===== src/rtl/gx_pkg.sv =====
package gx_pkg;
    localparam int BYTE_W = 8;
    localparam int SUB_W  = 3;
    localparam logic [3:0] OPC_FAMILY = 4'b0100;
    localparam int CFG_HWA_BIT = 3;
    localparam int CFG_SEQ_BIT = 5;

    localparam logic [7:0] RG_DIR  = 8'h00;
    localparam logic [7:0] RG_POL  = 8'h01;
    localparam logic [7:0] RG_IEN  = 8'h02;
    localparam logic [7:0] RG_DEF  = 8'h03;
    localparam logic [7:0] RG_ICON = 8'h04;
    localparam logic [7:0] RG_CFG  = 8'h05;
    localparam logic [7:0] RG_PULL = 8'h06;
    localparam logic [7:0] RG_FLAG = 8'h07;
    localparam logic [7:0] RG_CAP  = 8'h08;
    localparam logic [7:0] RG_PORT = 8'h09;
    localparam logic [7:0] RG_LAT  = 8'h0A;
    localparam logic [7:0] PTR_MAX = RG_LAT;

    typedef enum logic [1:0] {PH_OPC, PH_PTR, PH_DATA, PH_SKIP} phase_e;
endpackage


===== src/rtl/gx_sync.sv =====
module gx_sync #(
    parameter int W = 1,
    parameter int STAGES = 2,
    parameter logic [W-1:0] RST_VAL = '0
) (
    input  logic         clk,
    input  logic         rst_n,
    input  logic [W-1:0] din,
    output logic [W-1:0] dout
);
    logic [STAGES-1:0][W-1:0] stg_d, stg_q;

    always_comb begin
        stg_d[0] = din;
        for (int i = 1; i < STAGES; i++) stg_d[i] = stg_q[i-1];
    end

    always_ff @(posedge clk or negedge rst_n) begin
        if (!rst_n) stg_q <= {STAGES{RST_VAL}};
        else        stg_q <= stg_d;
    end

    assign dout = stg_q[STAGES-1];
endmodule


===== src/rtl/gx_spi_shift.sv =====
module gx_spi_shift
    import gx_pkg::*;
(
    input  logic              clk,
    input  logic              rst_n,
    input  logic              sck_s,
    input  logic              csn_s,
    input  logic              mosi_s,
    input  logic              tx_load,
    input  logic [BYTE_W-1:0] tx_byte,
    output logic              rx_valid,
    output logic [BYTE_W-1:0] rx_byte,
    output logic              miso_bit
);
    localparam int CNT_W = $clog2(BYTE_W);

    typedef struct packed {
        logic              sck_prev;
        logic [CNT_W-1:0]  cnt;
        logic [BYTE_W-1:0] rx;
        logic [BYTE_W-1:0] tx;
    } sh_t;

    sh_t sh_d, sh_q;
    logic rise, fall;

    always_comb begin
        rise     = !csn_s && sck_s && !sh_q.sck_prev;
        fall     = !csn_s && !sck_s && sh_q.sck_prev;
        rx_valid = rise && (sh_q.cnt == CNT_W'(BYTE_W - 1));
        rx_byte  = {sh_q.rx[BYTE_W-2:0], mosi_s};
        miso_bit = sh_q.tx[BYTE_W-1];

        sh_d          = sh_q;
        sh_d.sck_prev = sck_s;
        if (csn_s) begin
            sh_d.cnt = '0;
        end else if (rise) begin
            sh_d.rx  = {sh_q.rx[BYTE_W-2:0], mosi_s};
            sh_d.cnt = sh_q.cnt + 1'b1;
        end else if (fall && sh_q.cnt != '0) begin
            sh_d.tx = {sh_q.tx[BYTE_W-2:0], 1'b0};
        end
        if (tx_load) sh_d.tx = tx_byte;
    end

    always_ff @(posedge clk or negedge rst_n) begin
        if (!rst_n) sh_q <= '0;
        else        sh_q <= sh_d;
    end

    AST_CNT_CLEARED: assert property (@(posedge clk) disable iff (!rst_n)
        csn_s |=> (sh_q.cnt == '0));
    AST_LOAD_APART_FROM_FALL: assert property (@(posedge clk) disable iff (!rst_n)
        tx_load |-> !fall);
endmodule


===== src/rtl/gx_core.sv =====
module gx_core
    import gx_pkg::*;
(
    input  logic              clk,
    input  logic              rst_n,
    input  logic              csn_s,
    input  logic              rx_valid,
    input  logic [BYTE_W-1:0] rx_byte,
    input  logic [SUB_W-1:0]  strap,
    input  logic [BYTE_W-1:0] pins_s,
    output logic              tx_load,
    output logic [BYTE_W-1:0] tx_byte,
    output logic              miso_oe,
    output logic [BYTE_W-1:0] dir_o,
    output logic [BYTE_W-1:0] lat_o,
    output logic [BYTE_W-1:0] pull_o
);
    typedef struct packed {
        phase_e            ph;
        logic              rd;
        logic [7:0]        ptr;
        logic              oe;
        logic [BYTE_W-1:0] dir;
        logic [BYTE_W-1:0] pol;
        logic [BYTE_W-1:0] ien;
        logic [BYTE_W-1:0] dflt;
        logic [BYTE_W-1:0] icon;
        logic [BYTE_W-1:0] cfg;
        logic [BYTE_W-1:0] pull;
        logic [BYTE_W-1:0] lat;
    } core_t;

    core_t c_d, c_q;
    logic  hit;

    function automatic logic [BYTE_W-1:0] pick(input core_t s, input logic [7:0] idx,
                                               input logic [BYTE_W-1:0] pins);
        case (idx)
            RG_DIR:  return s.dir;
            RG_POL:  return s.pol;
            RG_IEN:  return s.ien;
            RG_DEF:  return s.dflt;
            RG_ICON: return s.icon;
            RG_CFG:  return s.cfg;
            RG_PULL: return s.pull;
            RG_PORT: return pins ^ s.pol;
            RG_LAT:  return s.lat;
            default: return '0;
        endcase
    endfunction

    function automatic logic [7:0] step(input logic [7:0] p, input logic hold);
        if (hold)          return p;
        if (p >= PTR_MAX)  return 8'h00;
        return p + 8'h01;
    endfunction

    always_comb begin
        c_d     = c_q;
        tx_load = 1'b0;
        tx_byte = '0;
        hit     = (rx_byte[7:4] == OPC_FAMILY) &&
                  (!c_q.cfg[CFG_HWA_BIT] || rx_byte[3:1] == strap);
        if (csn_s) begin
            c_d.ph = PH_OPC;
            c_d.oe = 1'b0;
        end else if (rx_valid) begin
            case (c_q.ph)
                PH_OPC: begin
                    c_d.rd = rx_byte[0];
                    c_d.ph = hit ? PH_PTR : PH_SKIP;
                end
                PH_PTR: begin
                    c_d.ptr = rx_byte;
                    c_d.ph  = PH_DATA;
                    if (c_q.rd) begin
                        tx_load = 1'b1;
                        tx_byte = pick(c_q, rx_byte, pins_s);
                        c_d.oe  = 1'b1;
                    end
                end
                PH_DATA: begin
                    c_d.ptr = step(c_q.ptr, c_q.cfg[CFG_SEQ_BIT]);
                    if (c_q.rd) begin
                        tx_load = 1'b1;
                        tx_byte = pick(c_q, c_d.ptr, pins_s);
                    end else begin
                        case (c_q.ptr)
                            RG_DIR:  c_d.dir  = rx_byte;
                            RG_POL:  c_d.pol  = rx_byte;
                            RG_IEN:  c_d.ien  = rx_byte;
                            RG_DEF:  c_d.dflt = rx_byte;
                            RG_ICON: c_d.icon = rx_byte;
                            RG_CFG:  c_d.cfg  = rx_byte;
                            RG_PULL: c_d.pull = rx_byte;
                            RG_PORT, RG_LAT: c_d.lat = rx_byte;
                            default: ;
                        endcase
                    end
                end
                default: ;
            endcase
        end
    end

    always_ff @(posedge clk or negedge rst_n) begin
        if (!rst_n) begin
            c_q     <= '0;
            c_q.ph  <= PH_OPC;
            c_q.dir <= '1;
        end else begin
            c_q <= c_d;
        end
    end

    assign miso_oe = c_q.oe;
    assign dir_o   = c_q.dir;
    assign lat_o   = c_q.lat;
    assign pull_o  = c_q.pull;

    AST_OE_RELEASED: assert property (@(posedge clk) disable iff (!rst_n)
        csn_s |=> !c_q.oe);
    AST_SKIP_SILENT: assert property (@(posedge clk) disable iff (!rst_n)
        (c_q.ph == PH_SKIP) |-> !c_q.oe);
    AST_PTR_HELD: assert property (@(posedge clk) disable iff (!rst_n)
        (rx_valid && !csn_s && c_q.ph == PH_DATA && c_q.cfg[CFG_SEQ_BIT]) |=> $stable(c_q.ptr));
    AST_PTR_BOUND: assert property (@(posedge clk) disable iff (!rst_n)
        (rx_valid && !csn_s && c_q.ph == PH_DATA && !c_q.cfg[CFG_SEQ_BIT]) |=> (c_q.ptr <= PTR_MAX));
    AST_RO_DROPPED: assert property (@(posedge clk) disable iff (!rst_n)
        (rx_valid && !csn_s && c_q.ph == PH_DATA && !c_q.rd &&
         (c_q.ptr == RG_FLAG || c_q.ptr == RG_CAP))
        |=> ($stable(c_q.dir) && $stable(c_q.lat) && $stable(c_q.pull) && $stable(c_q.cfg)));
endmodule


===== src/rtl/gpx_spi_expander.sv =====
module gpx_spi_expander
    import gx_pkg::*;
#(
    parameter int SYNC_STAGES = 2
) (
    input  logic              clk,
    input  logic              rst_n,
    input  logic              spi_sck,
    input  logic              spi_csn,
    input  logic              spi_mosi,
    output logic              spi_miso,
    output logic              spi_miso_oe,
    input  logic [SUB_W-1:0]  strap_addr,
    input  logic [BYTE_W-1:0] pin_in,
    output logic [BYTE_W-1:0] pin_out,
    output logic [BYTE_W-1:0] pin_oe,
    output logic [BYTE_W-1:0] pin_pullup
);
    logic              sck_s, csn_s, mosi_s;
    logic [BYTE_W-1:0] pins_s, rx_byte, tx_byte, dir;
    logic              rx_valid, tx_load, miso_bit;

    gx_sync #(.W(3), .STAGES(SYNC_STAGES), .RST_VAL(3'b010)) u_sync_spi (
        .clk(clk), .rst_n(rst_n),
        .din({spi_sck, spi_csn, spi_mosi}), .dout({sck_s, csn_s, mosi_s}));

    gx_sync #(.W(BYTE_W), .STAGES(SYNC_STAGES), .RST_VAL('0)) u_sync_pin (
        .clk(clk), .rst_n(rst_n), .din(pin_in), .dout(pins_s));

    gx_spi_shift u_shift (
        .clk(clk), .rst_n(rst_n), .sck_s(sck_s), .csn_s(csn_s), .mosi_s(mosi_s),
        .tx_load(tx_load), .tx_byte(tx_byte), .rx_valid(rx_valid),
        .rx_byte(rx_byte), .miso_bit(miso_bit));

    gx_core u_core (
        .clk(clk), .rst_n(rst_n), .csn_s(csn_s), .rx_valid(rx_valid),
        .rx_byte(rx_byte), .strap(strap_addr), .pins_s(pins_s),
        .tx_load(tx_load), .tx_byte(tx_byte), .miso_oe(spi_miso_oe),
        .dir_o(dir), .lat_o(pin_out), .pull_o(pin_pullup));

    assign pin_oe   = ~dir;
    assign spi_miso = miso_bit & spi_miso_oe;
endmodule


===== config.mk =====
export PLATFORM = sky130hd
export DESIGN_NAME = gpx_spi_expander
export DESIGN_NICKNAME = d
export VERILOG_FILES = /design/src/rtl/gx_pkg.sv /design/src/rtl/gx_sync.sv /design/src/rtl/gx_spi_shift.sv /design/src/rtl/gx_core.sv /design/src/rtl/gpx_spi_expander.sv
export SDC_FILE = /design/constraint.sdc
export NUM_CORES = 1
export LEC_CHECK = 0
export ABC_AREA = 1
export ABC_CLOCK_PERIOD_IN_PS = 2200
export BUFFER_PORTS_ARGS = -buffer_cell sky130_fd_sc_hd__buf_2
export CAP_MARGIN = 20
export CORE_MARGIN = 5
export CORE_UTILIZATION = 30
export CTS_CLUSTER_DIAMETER = 80
export CTS_CLUSTER_SIZE = 24
export DETAILED_ROUTE_END_ITERATION = 8
export SKIP_LAST_GASP = 1
export SYNTH_ARGS = -nofsm -noshare
export SYNTH_HDL_FRONTEND = slang
export SYNTH_SLANG_ARGS = --single-unit
export TNS_END_PERCENT = 1

===== constraint.sdc =====
create_clock -name clk -period 2.2 [get_ports clk]
set_input_delay 0.22 -clock clk [delete_from_list [all_inputs] [get_ports clk]]
set_output_delay 0.22 -clock clk [all_outputs]
set_load 0.02 [all_outputs]

==> impl_metrics.env <==
export IMPL_outcome="finished with violations"
export IMPL_violations="setup timing"
export IMPL_pwr_share_comb_pct=10.8
export IMPL_r2r_slack_ns=-0.03
export IMPL_ys_flop_type="dfrtp_1"
export IMPL_syn_avg_cell_area_sq_um=7.81
export IMPL_timing_final_crit_share_pct=101
export IMPL_grt_pass1_vias=5911
export IMPL_first_pass_iters=5
export IMPL_dp_hpwl_mm=16.3
export IMPL_syn_num_nets=860
export IMPL_power_switching_uw=1560
export IMPL_ys_ff_latch=117
export IMPL_seq_power_share_pct=40.1
export IMPL_synth_distinct_cells=44
export IMPL_crit_arrival_ns=2.55
export IMPL_setup_slack_ns=-0.0322
export IMPL_start_util_pct=30.1
export IMPL_area_delta_synth_final_pct=26.1
export IMPL_synthArstFlopShare_pct=100
export IMPL_drive_gt1_share_pct=23.2
export IMPL_synth_seq_area_share_pct=45.2
export IMPL_grt_use_total_pct=18.3
export IMPL_grt_max_degree=48
export IMPL_rows=54
export IMPL_place_congestion=1.00
export IMPL_root_buffer="clkbuf_16"
export IMPL_vdd_drop_max_mv=0.530
export IMPL_start_kind="flip-flop"
export IMPL_synth_edff_count=0
export IMPL_fp_dieH_microns=157
export IMPL_finalHoldViolations=0
export IMPL_reg2reg_depth=17
export IMPL_antenna_left=0
export IMPL_antennaDiodeCount=0
export IMPL_n_fill_cell=2239
export IMPL_synth_area_sq_mm=0.00651
export IMPL_ioPinCount=42
export IMPL_grt_pass1_wl_mm=34.5
export IMPL_worstSkewPairLatency_ns=0.43
export IMPL_ys_warn_count=0
export IMPL_synth_area_leaders="dfrtp_1 (41%), nand2_1 (12%), o21ai_0 (6.1%), nor2_1 (4.7%), nand4_1 (4.3%)"
export IMPL_critPathRequiredTime_ns=2.52
export IMPL_syn_inst=834
export IMPL_cts_buffer_depth=2
export IMPL_fin_nets=949
export IMPL_maxCapViolCount=0
export IMPL_crit_reg2reg_launch="u_core.c_q[66]"
export IMPL_p_sw_share_pct=27.7
export IMPL_vias=6100
export IMPL_cts_max_level=4
export IMPL_antenna_found_initial=0
export IMPL_worst_setup_path_end_kind="flip-flop"
export IMPL_drc=0
export IMPL_slew_viol_final=0
export IMPL_synth_top_area_share_pct=41.1
export IMPL_drtIter0Drc=526
export IMPL_clkSinkCount=117
export IMPL_rsz0062_at_grt="yes"
export IMPL_post_drt_wl_per_cell_microns=18.1
export IMPL_cts_buffers=17
export IMPL_finalCriticalPeriod_ns=2.23
export IMPL_coreArea_sq_mm=0.0216
export IMPL_power_density_mw_per_mm2=685
export IMPL_slew_headroom_pct=58.7
export IMPL_dieWidth_microns=157
export IMPL_fmax_ghz=0.448
export IMPL_place_area_sq_mm=0.00726
export IMPL_io_buffers=41
export IMPL_r2r_end="u_shift.sh_q[1]"
export IMPL_worstSetupPathType="flip-flop to flip-flop"
export IMPL_p_int_uw=4060
export IMPL_whs_ns=0.237
export IMPL_drt_wl_total_mm=22.1
export IMPL_tritoncts="done"
export IMPL_post_drt_via_cell_ratio=5.02
export IMPL_die_area_sq_mm=0.0248
export IMPL_clk_transition_reported_paths_ns=0.06
export IMPL_setup_violations=2
export IMPL_p_clk_share_pct=49.1
export IMPL_finalClockSkew_ns=0.00880
export IMPL_p_leak_uw=0.00374
export IMPL_worst_pin_slew_ns=0.619
export IMPL_crit_fanout=13
export IMPL_postLayoutCellArea_sq_mm=0.00821
export IMPL_netlist_top_cell_by_area="dfrtp_1"
export IMPL_overflow=0
export IMPL_hold_class="primary input to asynchronous set/reset pin"
## worst max-delay path: stages, from the launching register on
cell and delay, ns:
dfrtp_2 0.45, ha_4 0.19, nor2_4 0.10, nand2_2 0.07, nand2_4 0.09, nand2_4 0.06
nand2_4 0.10, buf_4 0.12, o21ai_4 0.07, buf_6 0.16, nand3_1 0.12, nor2_1 0.06
nor2_1 0.19, nand3_1 0.11, nand2_1 0.07, nand2_1 0.04, nand2_1 0.06, nand2_1 0.04
## flip-flops by register name (all words and copies together) (netlist names), 3 cells and up
signal	flops
u_sync_spi.stg_d	3
u_sync_spi.dout	3
u_core.pull_o	8
u_shift.rx_byte	7
u_sync_pin.stg_d	8
u_core.lat_o	8
u_shift.sh_q	11
u_core.dir_o	8
u_core.c_q	51
u_sync_pin.dout	8
## power groups by stage
stage	Clock (uW)	Combinational, uW	Sequential [uW]
CTS	2800	617	2260
global route	2900	672	2260
detailed placement	0	600	2290
global placement	0	596	2290
finish	2760	606	2260
floorplan	0	287	2270
## per-layer routing
metal / GRT usage, % / part of all wire [%] / routed length [microns]
met4: 8.44 / 4.7 / 1040
met5: 0 / 0 / 0
met1: 24.1 / 44 / 9740
met2: 29.1 / 46 / 10100
met3: 3.71 / 5.3 / 1170
## cell type report
type	instances	area, sq um	area share, %
Multi-Input combinational cell	582	3090	37.7
Sequential cell	117	2940	35.9
Timing Repair Buffer	119	912	11.1
Clock buffer	18	429	5.23
Tap cell	280	350	4.27
Inverter	86	325	3.96
Clock inverter	14	154	1.88
## cell usage in the layout, fill, tap and decap left out, types with 7 or more instances in the layout
master / Yosys / routed
nand2_1: 206 / 202
dfrtp_1: 107 / 105
o21ai_0: 80 / 80
nor2_1: 82 / 77
inv_1: 71 / 70
buf_4: 20 / 55
nand4_1: 45 / 45
buf_2: 10 / 40
nand3_1: 40 / 35
a21oi_1: 31 / 30
clkbuf_16: 0 / 17
o21ai_1: 17 / 16
inv_2: 15 / 15
o22ai_1: 12 / 12
dlygate4sd3_1: 0 / 12
dfstp_2: 10 / 10
nand2_4: 6 / 9
nor2_2: 6 / 8
xnor2_1: 8 / 8
ha_1: 10 / 8
nand3_2: 4 / 7
buf_6: 2 / 7
## per-stage QoR
| stage | total power (uW) | setup WS [ns] | utilization [%] | TNS (ns) | cells |
|---|---|---|---|---|---|
| floorplan | 2560 | 0.258 | - | 0 | 834 |
| global placement | 2890 | -0.0369 | 33.6 | -0.0369 | 1161 |
| detailed placement | 2890 | -0.104 | 33.6 | -0.288 | 1161 |
| CTS | 5670 | 0.00616 | 37.0 | 0 | 1208 |
| global route | 5830 | -0.179 | 38.0 | -1.19 | 1216 |
| finish | 5620 | -0.0322 | 38.0 | -0.0426 | 1216 |
## cell usage after synthesis (2+ instances only)
cell type	n
buf_4	20
dfstp_2	10
xnor2_1	8
nand2_4	6
ha_1	10
a221oi_1	2
buf_6	2
inv_1	71
nand3_1	40
inv_2	15
a21oi_1	31
buf_2	10
clkbuf_1	17
nor2_8	2
nand3b_1	2
o22ai_1	12
o21ai_1	17
nand2_2	5
nor2_4	2
nand2_1	206
o31ai_1	2
nand3_2	4
nor2_1	82
o211ai_1	4
o21ai_0	80
dfrtp_1	107
nand4_1	45
nor2_2	6
## kinds of logic (layout without fill, tap and decap cells)
family / Yosys count / after routing / share of synthesized area [%]
AOI/OAI and AO/OA: 157 / 157 / 13.4
xor gates and xnor gates: 8 / 8 / 1.08
adders and majority gates: 10 / 10 / 1.92
buffers and inverters: 135 / 237 / 9.36
DFF: 117 / 117 / 45.2
and+or+nand+nor: 407 / 407 / 29.1
## repair_timing
item                                    in CTS  in global routing
buffers inserted                             3                  8
pin swaps                                    2                 18
hold buffers                                12                  0
hold endpoints to repair                    33                  0
gates resized for setup                      6                 35
cloned                                       0                  1
endpoints found under the setup margin       6                  8
## worst max path at each step
stage / slack (ns) / end / start
finish: -0.03 / u_shift.sh_q[1] / u_core.c_q[66]
global route: -0.18 / u_shift.sh_q[4] / u_core.c_q[65]
CTS: 0.006 / u_shift.sh_q[4] / u_core.c_q[65]
detailed placement: -0.10 / u_shift.sh_q[4] / u_core.c_q[66]
global placement: -0.04 / u_shift.sh_q[4] / u_core.c_q[66]
floorplan: 0.26 / u_shift.sh_q[0] / u_core.c_q[65]
Power figures use the tool's default switching activity.
